**config.mk**
```make
export PLATFORM = sky130hd
export DESIGN_NAME = mlane_spi_core
export DESIGN_NICKNAME = d
export VERILOG_FILES = /design/src/rtl/mlane_pkg.sv /design/src/rtl/mlane_cfg.sv /design/src/rtl/mlane_shifter.sv /design/src/rtl/mlane_ctrl.sv /design/src/rtl/mlane_spi_core.sv
export SDC_FILE = /design/constraint.sdc
export NUM_CORES = 1
export LEC_CHECK = 0
export ABC_AREA = 1
export BUFFER_PORTS_ARGS = -buffer_cell sky130_fd_sc_hd__buf_2
export CAP_MARGIN = 40
export CORE_MARGIN = 2
export CORE_UTILIZATION = 40
export CTS_BUF_LIST = sky130_fd_sc_hd__clkbuf_8 sky130_fd_sc_hd__clkbuf_16
export CTS_CLUSTER_DIAMETER = 100
export DETAILED_ROUTE_END_ITERATION = 10
export PLACE_DENSITY = 0.72
export SLEW_MARGIN = 0
export SYNTH_ARGS = -nofsm -noshare
export SYNTH_HDL_FRONTEND = slang
export SYNTH_SLANG_ARGS = --single-unit
```
**constraint.sdc**
```tcl
create_clock -name clk -period 5 [get_ports clk]
set_input_delay 1 -clock clk [delete_from_list [all_inputs] [get_ports clk]]
set_output_delay 1 -clock clk [all_outputs]
set_load 0.02 [all_outputs]
```
**src/rtl/mlane_pkg.sv**
```systemverilog
package mlane_pkg;

  // Transfer mode codes
  localparam logic [1:0] XM_SINGLE = 2'd0;
  localparam logic [1:0] XM_STRIPE = 2'd1;
  localparam logic [1:0] XM_MIRROR = 2'd2;

  // Command register addresses
  localparam logic [2:0] CMD_RX_MASK = 3'd3;
  localparam logic [2:0] CMD_TX_MASK = 3'd4;

  typedef enum logic [1:0] {
    ST_IDLE,
    ST_LOAD,
    ST_SHIFT,
    ST_DRAIN
  } seq_state_e;

  // A request is legal when it has words, is not a mirrored read, uses a
  // defined mode and, for stripe, fills every lane the same number of times.
  function automatic logic req_legal(input logic [1:0] m, input logic rx,
                                     input int unsigned len, input int unsigned lanes);
    if (len == 0) return 1'b0;
    if (m == 2'd3) return 1'b0;
    if (m == XM_MIRROR && rx) return 1'b0;
    if (m == XM_STRIPE && (len % lanes) != 0) return 1'b0;
    return 1'b1;
  endfunction

  // Number of WORD_W-clock bursts a legal request needs
  function automatic int unsigned burst_count(input logic [1:0] m, input int unsigned len,
                                              input int unsigned lanes);
    return (m == XM_STRIPE) ? len / lanes : len;
  endfunction

  function automatic logic [31:0] info_pack(input int unsigned lanes, input int unsigned width);
    logic [31:0] v;
    v = '0;
    v[23:16] = lanes[7:0];
    v[15:0]  = width[15:0];
    return v;
  endfunction

endpackage

```
**src/rtl/mlane_cfg.sv**
```systemverilog
module mlane_cfg
  import mlane_pkg::*;
#(
  parameter int LANES  = 4,
  parameter int WORD_W = 8
) (
  input  logic             clk,
  input  logic             rst_n,
  input  logic             we,
  input  logic [2:0]       addr,
  input  logic [7:0]       wdata,
  input  logic             revert,
  output logic [LANES-1:0] rx_mask,
  output logic [LANES-1:0] tx_mask,
  output logic [31:0]      info
);

  localparam logic [LANES-1:0] PRIMARY = LANES'(1);

  always_ff @(posedge clk or negedge rst_n) begin
    if (!rst_n) begin
      rx_mask <= PRIMARY;
      tx_mask <= PRIMARY;
    end else if (revert) begin
      rx_mask <= PRIMARY;
      tx_mask <= PRIMARY;
    end else if (we) begin
      if (addr == CMD_RX_MASK) rx_mask <= wdata[LANES-1:0];
      if (addr == CMD_TX_MASK) tx_mask <= wdata[LANES-1:0];
    end
  end

  assign info = info_pack(LANES, WORD_W);

endmodule

```
**src/rtl/mlane_shifter.sv**
```systemverilog
module mlane_shifter #(
  parameter int WORD_W = 8
) (
  input  logic              clk,
  input  logic              rst_n,
  input  logic              load,
  input  logic [WORD_W-1:0] load_word,
  input  logic              capture,
  input  logic              shift,
  input  logic              tx_en,
  input  logic              rx_en,
  input  logic              sdi,
  output logic              sdo,
  output logic [WORD_W-1:0] word
);

  logic [WORD_W-1:0] shreg;
  logic              cap_bit;

  always_ff @(posedge clk or negedge rst_n) begin
    if (!rst_n) begin
      shreg   <= '0;
      cap_bit <= 1'b0;
    end else begin
      if (load)       shreg <= load_word;
      else if (shift) shreg <= {shreg[WORD_W-2:0], cap_bit};
      if (capture)    cap_bit <= rx_en & sdi;
    end
  end

  assign sdo  = tx_en & shreg[WORD_W-1];
  assign word = shreg;

endmodule

```
**src/rtl/mlane_ctrl.sv**
```systemverilog
module mlane_ctrl
  import mlane_pkg::*;
#(
  parameter int LANES  = 4,
  parameter int WORD_W = 8,
  parameter int LEN_W  = 8,
  localparam int IDX_W = (LANES > 1) ? $clog2(LANES) : 1
) (
  input  logic             clk,
  input  logic             rst_n,
  input  logic             start,
  input  logic [1:0]       mode,
  input  logic             op_rx,
  input  logic [LEN_W-1:0] xfer_len,
  input  logic [LANES-1:0] rx_mask,
  input  logic [LANES-1:0] tx_mask,
  input  logic             tx_valid,
  input  logic             rx_ready,
  output logic             tx_ready,
  output logic             rx_valid,
  output logic             cs_n,
  output logic             sclk,
  output logic             capture,
  output logic             shift,
  output logic             load,
  output logic             stripe,
  output logic [IDX_W-1:0] lane_idx,
  output logic [LANES-1:0] lane_tx_en,
  output logic [LANES-1:0] lane_rx_en,
  output logic             done,
  output logic             err,
  output logic             revert
);

  localparam int BIT_W = (WORD_W > 1) ? $clog2(WORD_W) : 1;
  localparam logic [BIT_W-1:0] LAST_BIT  = BIT_W'(WORD_W - 1);
  localparam logic [IDX_W-1:0] LAST_LANE = IDX_W'(LANES - 1);

  seq_state_e       state;
  logic [1:0]       cur_mode;
  logic             cur_rx;
  logic [LEN_W-1:0] bursts_left;
  logic [IDX_W-1:0] idx;
  logic [BIT_W-1:0] bitcnt;
  logic             ph;

  logic             at_last_lane;
  logic             bit_end;
  logic             last_burst;
  logic             seq_end;
  logic             ok;

  assign stripe       = (cur_mode == XM_STRIPE);
  assign at_last_lane = stripe ? (idx == LAST_LANE) : (idx == '0);
  assign bit_end      = (state == ST_SHIFT) && ph && (bitcnt == LAST_BIT);
  assign last_burst   = (bursts_left == LEN_W'(1));
  assign seq_end      = (bit_end && last_burst && !cur_rx) ||
                        ((state == ST_DRAIN) && rx_ready && at_last_lane && (bursts_left == '0));
  assign revert       = seq_end && stripe;
  assign ok           = req_legal(mode, op_rx, 32'(xfer_len), LANES);

  assign cs_n     = (state == ST_IDLE);
  assign sclk     = (state == ST_SHIFT) && ph;
  assign capture  = (state == ST_SHIFT) && !ph;
  assign shift    = (state == ST_SHIFT) && ph;
  assign tx_ready = (state == ST_LOAD);
  assign rx_valid = (state == ST_DRAIN);
  assign load     = (state == ST_LOAD) && tx_valid;
  assign lane_idx = idx;

  always_ff @(posedge clk or negedge rst_n) begin
    if (!rst_n) begin
      state       <= ST_IDLE;
      cur_mode    <= XM_SINGLE;
      cur_rx      <= 1'b0;
      bursts_left <= '0;
      idx         <= '0;
      bitcnt      <= '0;
      ph          <= 1'b0;
      lane_tx_en  <= '0;
      lane_rx_en  <= '0;
      done        <= 1'b0;
      err         <= 1'b0;
    end else begin
      done <= 1'b0;
      err  <= 1'b0;
      unique case (state)
        ST_IDLE: begin
          if (start) begin
            if (ok) begin
              cur_mode    <= mode;
              cur_rx      <= op_rx;
              bursts_left <= LEN_W'(burst_count(mode, 32'(xfer_len), LANES));
              idx         <= '0;
              bitcnt      <= '0;
              ph          <= 1'b0;
              if (mode == XM_SINGLE) begin
                lane_tx_en <= op_rx ? '0 : LANES'(1);
                lane_rx_en <= op_rx ? LANES'(1) : '0;
              end else begin
                lane_tx_en <= op_rx ? '0 : tx_mask;
                lane_rx_en <= op_rx ? rx_mask : '0;
              end
              state <= op_rx ? ST_SHIFT : ST_LOAD;
            end else begin
              err <= 1'b1;
            end
          end
        end
        ST_LOAD: begin
          if (tx_valid) begin
            if (at_last_lane) begin
              idx   <= '0;
              state <= ST_SHIFT;
            end else begin
              idx <= idx + 1'b1;
            end
          end
        end
        ST_SHIFT: begin
          ph <= ~ph;
          if (ph) begin
            if (bitcnt == LAST_BIT) begin
              bitcnt      <= '0;
              bursts_left <= bursts_left - 1'b1;
              if (cur_rx) begin
                state <= ST_DRAIN;
                done  <= last_burst;
              end else if (last_burst) begin
                state      <= ST_IDLE;
                done       <= 1'b1;
                lane_tx_en <= '0;
              end else begin
                state <= ST_LOAD;
              end
            end else begin
              bitcnt <= bitcnt + 1'b1;
            end
          end
        end
        ST_DRAIN: begin
          if (rx_ready) begin
            if (at_last_lane) begin
              idx <= '0;
              if (bursts_left == '0) begin
                state      <= ST_IDLE;
                lane_rx_en <= '0;
              end else begin
                state <= ST_SHIFT;
              end
            end else begin
              idx <= idx + 1'b1;
            end
          end
        end
        default: state <= ST_IDLE;
      endcase
    end
  end

endmodule

```
**src/rtl/mlane_spi_core.sv**
```systemverilog
module mlane_spi_core
  import mlane_pkg::*;
#(
  parameter int LANES  = 4,
  parameter int WORD_W = 8,
  parameter int LEN_W  = 8
) (
  input  logic              clk,
  input  logic              rst_n,
  input  logic              cmd_we,
  input  logic [2:0]        cmd_addr,
  input  logic [7:0]        cmd_wdata,
  output logic [31:0]       info_word,
  input  logic              start,
  input  logic [1:0]        mode,
  input  logic              op_rx,
  input  logic [LEN_W-1:0]  xfer_len,
  output logic              done,
  output logic              err,
  input  logic [WORD_W-1:0] tx_data,
  input  logic              tx_valid,
  output logic              tx_ready,
  output logic [WORD_W-1:0] rx_data,
  output logic              rx_valid,
  input  logic              rx_ready,
  output logic              cs_n,
  output logic              sclk,
  output logic [LANES-1:0]  sdo,
  input  logic [LANES-1:0]  sdi
);

  localparam int IDX_W = (LANES > 1) ? $clog2(LANES) : 1;

  logic [LANES-1:0]  rx_mask;
  logic [LANES-1:0]  tx_mask;
  logic [LANES-1:0]  lane_tx_en;
  logic [LANES-1:0]  lane_rx_en;
  logic [LANES-1:0]  lane_load;
  logic              revert;
  logic              capture;
  logic              shift;
  logic              load;
  logic              stripe;
  logic [IDX_W-1:0]  lane_idx;
  logic [WORD_W-1:0] lane_word [LANES];

  mlane_cfg #(.LANES(LANES), .WORD_W(WORD_W)) u_cfg (
    .clk     (clk),
    .rst_n   (rst_n),
    .we      (cmd_we),
    .addr    (cmd_addr),
    .wdata   (cmd_wdata),
    .revert  (revert),
    .rx_mask (rx_mask),
    .tx_mask (tx_mask),
    .info    (info_word)
  );

  mlane_ctrl #(.LANES(LANES), .WORD_W(WORD_W), .LEN_W(LEN_W)) u_ctrl (
    .clk        (clk),
    .rst_n      (rst_n),
    .start      (start),
    .mode       (mode),
    .op_rx      (op_rx),
    .xfer_len   (xfer_len),
    .rx_mask    (rx_mask),
    .tx_mask    (tx_mask),
    .tx_valid   (tx_valid),
    .rx_ready   (rx_ready),
    .tx_ready   (tx_ready),
    .rx_valid   (rx_valid),
    .cs_n       (cs_n),
    .sclk       (sclk),
    .capture    (capture),
    .shift      (shift),
    .load       (load),
    .stripe     (stripe),
    .lane_idx   (lane_idx),
    .lane_tx_en (lane_tx_en),
    .lane_rx_en (lane_rx_en),
    .done       (done),
    .err        (err),
    .revert     (revert)
  );

  for (genvar l = 0; l < LANES; l++) begin : g_lane
    assign lane_load[l] = load && (!stripe || (lane_idx == IDX_W'(l)));

    mlane_shifter #(.WORD_W(WORD_W)) u_shift (
      .clk       (clk),
      .rst_n     (rst_n),
      .load      (lane_load[l]),
      .load_word (tx_data),
      .capture   (capture),
      .shift     (shift),
      .tx_en     (lane_tx_en[l]),
      .rx_en     (lane_rx_en[l]),
      .sdi       (sdi[l]),
      .sdo       (sdo[l]),
      .word      (lane_word[l])
    );
  end

  assign rx_data = stripe ? lane_word[lane_idx] : lane_word[0];

endmodule

```
==> impl_metrics.ini, run 1 <==
[power]
p_int_mw = 1.480
clkPwrFrac = 0.168
power.leakage_nw = 2.539
p_seq_frac = 0.351
p_comb_frac = 0.481
vdd_ir_drop_max_mv = 0.2986
p_sw_frac = 0.4646
p_sw_mw = 1.284
powerDensity_nw_per_um2 = 577.8

[synthesis]
synth_top_area_cell = dfrtp_1
ys_seq_elements = 73
yosysWarnings = 0
synth_area_leaders = dfrtp_1, nand2_1, inv_1, o21ai_0, buf_4
seq_area_frac_synth = 0.4210
synth.cell_area_um2 = 4345
synth_edf_count = 0
async_flop_share = 1.000
synth_top_area_frac = 0.4089
synth_top_flop_cell = dfrtp_1
yosysUniqueCellTypes = 34
syn_area_per_cell_um2 = 7.505
syn_inst = 579

[clocking]
hold_buffers = 0
post_cts_resized = 0
clkTransAtPathRegs_ns = 0.08
cts_root_buffer = clkbuf_8
postCtsSetupBuffers = 0
cts_made_buffers = 9
clock_path_buffers = 2
clock_latency_ns = 0.35
cts_htree_levels = 3
cts_tree = built
cts_sinks = 73

[outcome]
status = finished, final reports clean

[critical_path]
critPathMaxStageDelay_ns = 0.48
startpoint = u_ctrl.lane_idx[0]
end_kind = output port
path_cells = inv_1 -> a21oi_1 -> o21ai_0 -> buf_2
critical_path_arrival_ns = 2.10
crit_fanout = 21
cp-start-kind = flop
r2r_start = u_ctrl.lane_idx[0]
required_ns = 4.00
crit_type = flop to output port
slowest_stage = inv_1

[final_layout]
fin_nets = 677
num_antenna_cells = 0
area_growth_pct = 10.11
finalCoreUtilization = 0.4473
drive_gt1_frac = 0.1356

[drt]
route.detailed.drc = 0
wl_per_cell_um = 13.74
detail_route.vias_per_cell = 5.019
vias = 3885
ant_nets = 0
wirelength_mm = 10.64
dr.pass1.iters = 5
detail_route.iter0.violations = 261

[grt]
grt_first_pass_wirelength_mm = 17.19
grt_usage = 0.1876
first_global_vias = 3489
antenna_found_initial = 0
grt_max_degree = 49
grt-ovfl-total = 0

[timing]
fin_crit_sh = 0.6204
period_minus_slack_ns = 3.102
hold_ws_ns = 0.4817
finalSetupViolations = 0
slew_violations = 0
slew-limit-headroom = 0.5875
tightest_slew_ns = 0.6181
skew_ns = 0.01122
rsz0062_at_grt = false
finalHoldViolCount = 0
fmax_mhz = 322.4
tns_ns = 0
fin_ws_ns = 1.898

[die]
coreArea_um2 = 10700
io_pins = 90
initial_core_util = 0.4062
die-height_um = 108.2
fp.dieArea_um2 = 11710
rows = 38
die-width_um = 108.2

[placement]
dp_slack_ns = 2.320
place_congestion = 0.9048
dp_hpwl_mm = 7.780
port_buffers = 53

[min_path]
hold_start = u_ctrl.bitcnt[1]
hold_path.class = flop to flop

[run]
drv_cap = 0
cell usage in the layout, fill, tap and decap left out:
| master | synthesis | final |
|---|---|---|
| nor2_4 | 1 | 1 |
| o31ai_1 | 2 | 2 |
| conb_1 | 2 | 32 |
| bufinv_16 | 0 | 1 |
| o211ai_1 | 1 | 1 |
| o21ai_0 | 59 | 59 |
| nor3_1 | 5 | 5 |
| nand2_1 | 152 | 152 |
| clkinv_2 | 0 | 2 |
| buf_4 | 36 | 2 |
| xnor2_1 | 1 | 1 |
| o21ai_1 | 6 | 6 |
| nand3b_1 | 1 | 1 |
| clkinv_4 | 0 | 1 |
| nor2_2 | 3 | 3 |
| o21a_1 | 1 | 1 |
| nand3_1 | 32 | 32 |
| clkinvlp_4 | 0 | 1 |
| nor4_1 | 1 | 1 |
| clkbuf_8 | 0 | 10 |
| nand2_2 | 3 | 3 |
| mux2i_1 | 1 | 1 |
| clkinv_1 | 1 | 1 |
| a21oi_1 | 15 | 15 |
| o22ai_1 | 1 | 1 |
| xor2_1 | 4 | 4 |
| inv_1 | 84 | 85 |
| inv_2 | 6 | 6 |
| dfrtp_1 | 71 | 71 |
| dfstp_2 | 2 | 2 |
| o21bai_1 | 1 | 1 |
| o221ai_1 | 28 | 28 |
| buf_2 | 3 | 53 |
| nor2_1 | 32 | 32 |
| nand4_1 | 8 | 8 |
| ha_1 | 8 | 8 |
| a21oi_2 | 1 | 1 |
final timing paths:
| check | to | slack, ns | depth (start not counted) |
|---|---|---|---|
| worst max-delay path | rx_data[3] | 1.90 | 4 |
| worst min-delay path | u_ctrl.bitcnt[1] | 0.48 | 2 |
| worst max register to register | g_lane[0].u_shift.word[7] | 2.79 | 5 |
| worst min register to register | u_ctrl.bitcnt[1] | 0.48 | 2 |
| max in group asynchronous | g_lane[2].u_shift.cap_bit | 3.30 | 2 |
| min in group asynchronous | g_lane[0].u_shift.word[1] | 0.65 | 1 |
through the flow:
| stage | power [mW] | std cells | instance area, um^2 |
|---|---|---|---|
| finish | 2.764 | 774 | 4785 |
| global route | 2.997 | 774 | 4785 |
| CTS | 2.765 | 774 | 4785 |
| detailed placement | 2.294 | 758 | 4587 |
| global placement | 2.237 | 758 | 4587 |
| floorplan | 1.959 | 609 | 4458 |
kinds of logic (layout without fill, tap and decap cells):
kind of cell               count (synthesis)  in the layout  share of synthesized area
adders and majority gates                  8              8                    0.02304
xor gates and xnor gates                   5              5                    0.01008
DFF                                       73             73                     0.4210
AOI/OAI and AO/OA                        115            115                     0.1607
buffers and inverters                    137            162                     0.1538
other                                      2             32                   0.001728
and+or+nand+nor                          238            238                     0.2275
muxes                                      1              1                   0.002304
power by group through the flow:
stage	logic, mW	registers (mW)	clock network [mW]
after floorplan	1.02	0.942	0
after global placement	1.27	0.971	0
after detailed placement	1.31	0.980	0
after CTS	1.32	0.969	0.477
after global routing	1.50	0.998	0.500
final	1.33	0.970	0.464
synthesized netlist by cell type, types with 2 or more instances:
cell / instances
buf_4: 36
nor2_2: 3
dfstp_2: 2
o21ai_0: 59
nand4_1: 8
buf_2: 3
a21oi_1: 15
o21ai_1: 6
nand3_1: 32
conb_1: 2
inv_2: 6
buf_6: 2
inv_1: 84
xor2_1: 4
clkbuf_1: 5
dfrtp_1: 71
nand2_2: 3
ha_1: 8
o31ai_1: 2
nor3_1: 5
o221ai_1: 28
nor2_1: 32
nand2_1: 152
routing by layer:
metal  wire [um]  track usage
met3         684      0.03677
met4         119      0.05220
met2        4932       0.2911
met1        4899       0.2675
met5           0            0
state kept, by name, summed over array words and instances (netlist names):
signal / count
g_lane.u_shift.word: 32
u_ctrl.bursts_left: 8
g_lane.u_shift.cap_bit: 4
u_cfg.rx_mask: 4
u_cfg.tx_mask: 4
u_ctrl.lane_rx_en: 4
u_ctrl.lane_tx_en: 4
u_ctrl.bitcnt: 3
u_ctrl.cur_mode: 2
u_ctrl.lane_idx: 2
u_ctrl.state: 2
u_ctrl.cur_rx: 1
u_ctrl.done: 1
u_ctrl.err: 1
u_ctrl.ph: 1
worst max-delay path: cells and delay by family, from the launching register on:
kind / cells / cell delay, ns
AOI/OAI and AO/OA: 2 / 0.64
DFF: 1 / 0.43
buffers and inverters: 2 / 0.69
final cells by class:
cell class                 instances  area [um^2]
fill                            1089         5913
multi-input combinational        399         1961
sequential                        73         1829
inverter                          91        341.6
timing repair buffer              55        280.3
tap                              140        175.2
clock buffer                      10        137.6
clock inverter                     6        60.06
Note: power is estimated with default switching activity, not from simulation.
==> inputs of run 2 (changes only) <==
--- a/config.mk
+++ b/config.mk
@@ -5,7 +5,7 @@
 export SDC_FILE = /design/constraint.sdc
 export NUM_CORES = 1
 export LEC_CHECK = 0
-export ABC_AREA = 1
+export ABC_AREA = 0
 export BUFFER_PORTS_ARGS = -buffer_cell sky130_fd_sc_hd__buf_2
 export CAP_MARGIN = 40
 export CORE_MARGIN = 2
==> constraint.sdc (replaced) <==
create_clock -name clk -period 2.9 [get_ports clk]
set_input_delay 0.58 -clock clk [delete_from_list [all_inputs] [get_ports clk]]
set_output_delay 0.58 -clock clk [all_outputs]
set_load 0.02 [all_outputs]
==> run 2 against run 1 <==
Core utilization increased by 0.87 points. Hold slack worse by 0.33 ns. Clock skew hardly changed. Register-to-register slack worse by 2.3 ns. Largest cell class unchanged.
==> impl_metrics.ini, run 2 <==
[outcome]
status = finished, final reports clean

[synthesis]
synth-simple-area-share = 0.1933
post_synth_mux_area_share = 0.08047
synth_xor_area_frac = 0
yosysUniqueCellTypes = 60
synthTopCellsByCount = nand2_1, dfrtp_1, buf_4
synth_compound_area_frac = 0.1916
synth_area_leaders = dfrtp_1, nand2_1, buf_4, a22oi_1, mux2i_1
synth_top_area_cell = dfrtp_1
syn_area_per_cell_um2 = 9.130
yosysWarnings = 0
async_flop_share = 1.000
synth_edf_count = 0
synth_fa_ha_area_frac = 0.02275
synth.most_common_cell = nand2_1
syn_inst = 482
synth.cell_area_um2 = 4400
ys_seq_elements = 73
synth_top_family_by_area = simple AND/OR/NAND/NOR gates
seq_area_frac_synth = 0.4157
synth_top_flop_cell = dfrtp_1
synth_top_area_frac = 0.4038

[timing]
tns_ns = 0
skew_ns = 0.01124
rsz0062_at_grt = false
fmax_mhz = 370.1
period_minus_slack_ns = 2.702
tightest_slew_ns = 0.7508
fin_crit_sh = 0.9316
slew_violations = 0
finalSetupViolations = 0
slew-limit-headroom = 0.4956
finalHoldViolCount = 0

[drt]
detail_route.vias_per_cell = 5.421
vias = 3654
ant_nets = 0
dr.pass1.iters = 4
wirelength_mm = 10.70
wl_per_cell_um = 15.87
route.detailed.drc = 0
detail_route.iter0.violations = 240

[die]
die-height_um = 108.9
io_pins = 90
rows = 38
coreArea_um2 = 10790
fp.dieArea_um2 = 11860
initial_core_util = 0.4077
die-width_um = 108.9

[placement]
place_congestion = 0.9121
dp_hpwl_mm = 7.847
port_buffers = 53
dpl-instance-area_um2 = 4678

[critical_path]
crit_type = flop to output port
slowest_stage = nand2b_1
critical_path_arrival_ns = 2.12
r2r-end = u_cfg.rx_mask[1]
cp-start-kind = flop
critPathMaxStageDelay_ns = 0.46
required_ns = 2.32
rr_worst_depth = 7
critical_path.top_delay_family = simple AND/OR/NAND/NOR gates
path_cells = nand2b_1 -> nor2_1 -> buf_4 -> a22oi_1 -> o21ai_0 -> buf_2
end_kind = output port
r2r_start = u_ctrl.state[1]
crit_buf_inv = 2
crit_fanout = 15
r2r_setup_slack_ns = 0.54

[final_layout]
final_cell_mix = nand2_1, dfrtp_1, buf_2
area_growth_pct = 11.83
fin_nets = 577
final_cell_area_um2 = 4921
drive_gt1_frac = 0.2097
final_common_cell = nand2_1
num_antenna_cells = 0
largest_register_ffs = 32

[clocking]
clock_path_buffers = 2
clkTransAtPathRegs_ns = 0.08
hold_buffers = 0
post_cts_resized = 0
cts_made_buffers = 9
postCtsSetupBuffers = 0
cts_sinks = 73
cts_htree_levels = 3
cts_root_buffer = clkbuf_8
clock_latency_ns = 0.36
cts_tree = built

[min_path]
hold_path.class = input port to async pin

[grt]
antenna_found_initial = 0
grt-ovfl-total = 0
grt_usage = 0.1947
grt_first_pass_wirelength_mm = 18.11
first_global_vias = 3582
grt_max_degree = 35

[power]
powerDensity_nw_per_um2 = 1037
power.leakage_nw = 2.379
vdd_ir_drop_max_mv = 0.4725

[run]
drv_cap = 0
run 2: cells by family after synthesis:
group                      after synthesis
and+or+nand+nor                        181
AOI/OAI and AO/OA                      115
DFF                                     73
buffers and inverters                   70
muxes                                   33
adders and majority gates                8
other                                    2
run 2: final cells by class:
type,count,area [um^2]
Multi-Input combinational cell,369,2268
Tap cell,140,175.2
Inverter,12,45.04
Clock inverter,7,118.9
Clock buffer,9,123.9
Timing Repair Buffer,64,360.3
Fill cell,1045,5872
Sequential cell,73,1829
run 2: where the power goes:
group / internal (mW) / switching, mW
logic: 0.892 / 1.36
clock network: 0.573 / 0.417
registers: 1.43 / 0.436
run 2: worst reg2reg max path, stage by stage, from the launching register on:
cell	delay [ns]
dfrtp_1	0.71
nor2b_2	0.27
nand2_1	0.15
inv_2	0.27
nand4_1	0.17
o22a_1	0.25
nor3_4	0.32
nor2_1	0.10
run 2: how the worst max path moves through the flow:
stage                                   from              end  slack, ns  cells after the start
after floorplan           u_ctrl.lane_idx[1]  u_ctrl.state[1]       0.61                      8
after global placement    u_ctrl.cur_mode[1]       rx_data[1]       0.64                      5
after detailed placement  u_ctrl.cur_mode[1]       rx_data[1]       0.58                      5
after CTS                 u_ctrl.cur_mode[1]       rx_data[7]       0.19                      6
after global routing      u_ctrl.cur_mode[1]       rx_data[7]       0.06                      6
final                     u_ctrl.cur_mode[1]       rx_data[7]       0.20                      6
run 2: per-layer routing:
metal,up-vias,global-route usage,wire length (um),share of wire
met3,26,0.04483,675,0.063
met2,138,0.3048,5057,0.47
met4,0,0.06868,309,0.029
met1,1759,0.2641,4655,0.44
li1,1731,-,-,-
met5,-,0,0,0
run 2: per-stage QoR:
stage | hold WS [ns] | worst slack, ns | util | std cells | power [mW]
final | 0.1521 | 0.1983 | 0.4559 | 674 | 5.101
after global routing | 0.1845 | 0.05864 | 0.4559 | 674 | 5.494
after CTS | 0.1551 | 0.1890 | 0.4559 | 674 | 5.111
after detailed placement | 0.4671 | 0.5813 | 0.4335 | 658 | 4.109
after global placement | 0.4599 | 0.6364 | 0.4335 | 658 | 4.012
after floorplan | 0.2844 | 0.6078 | - | 512 | 3.485
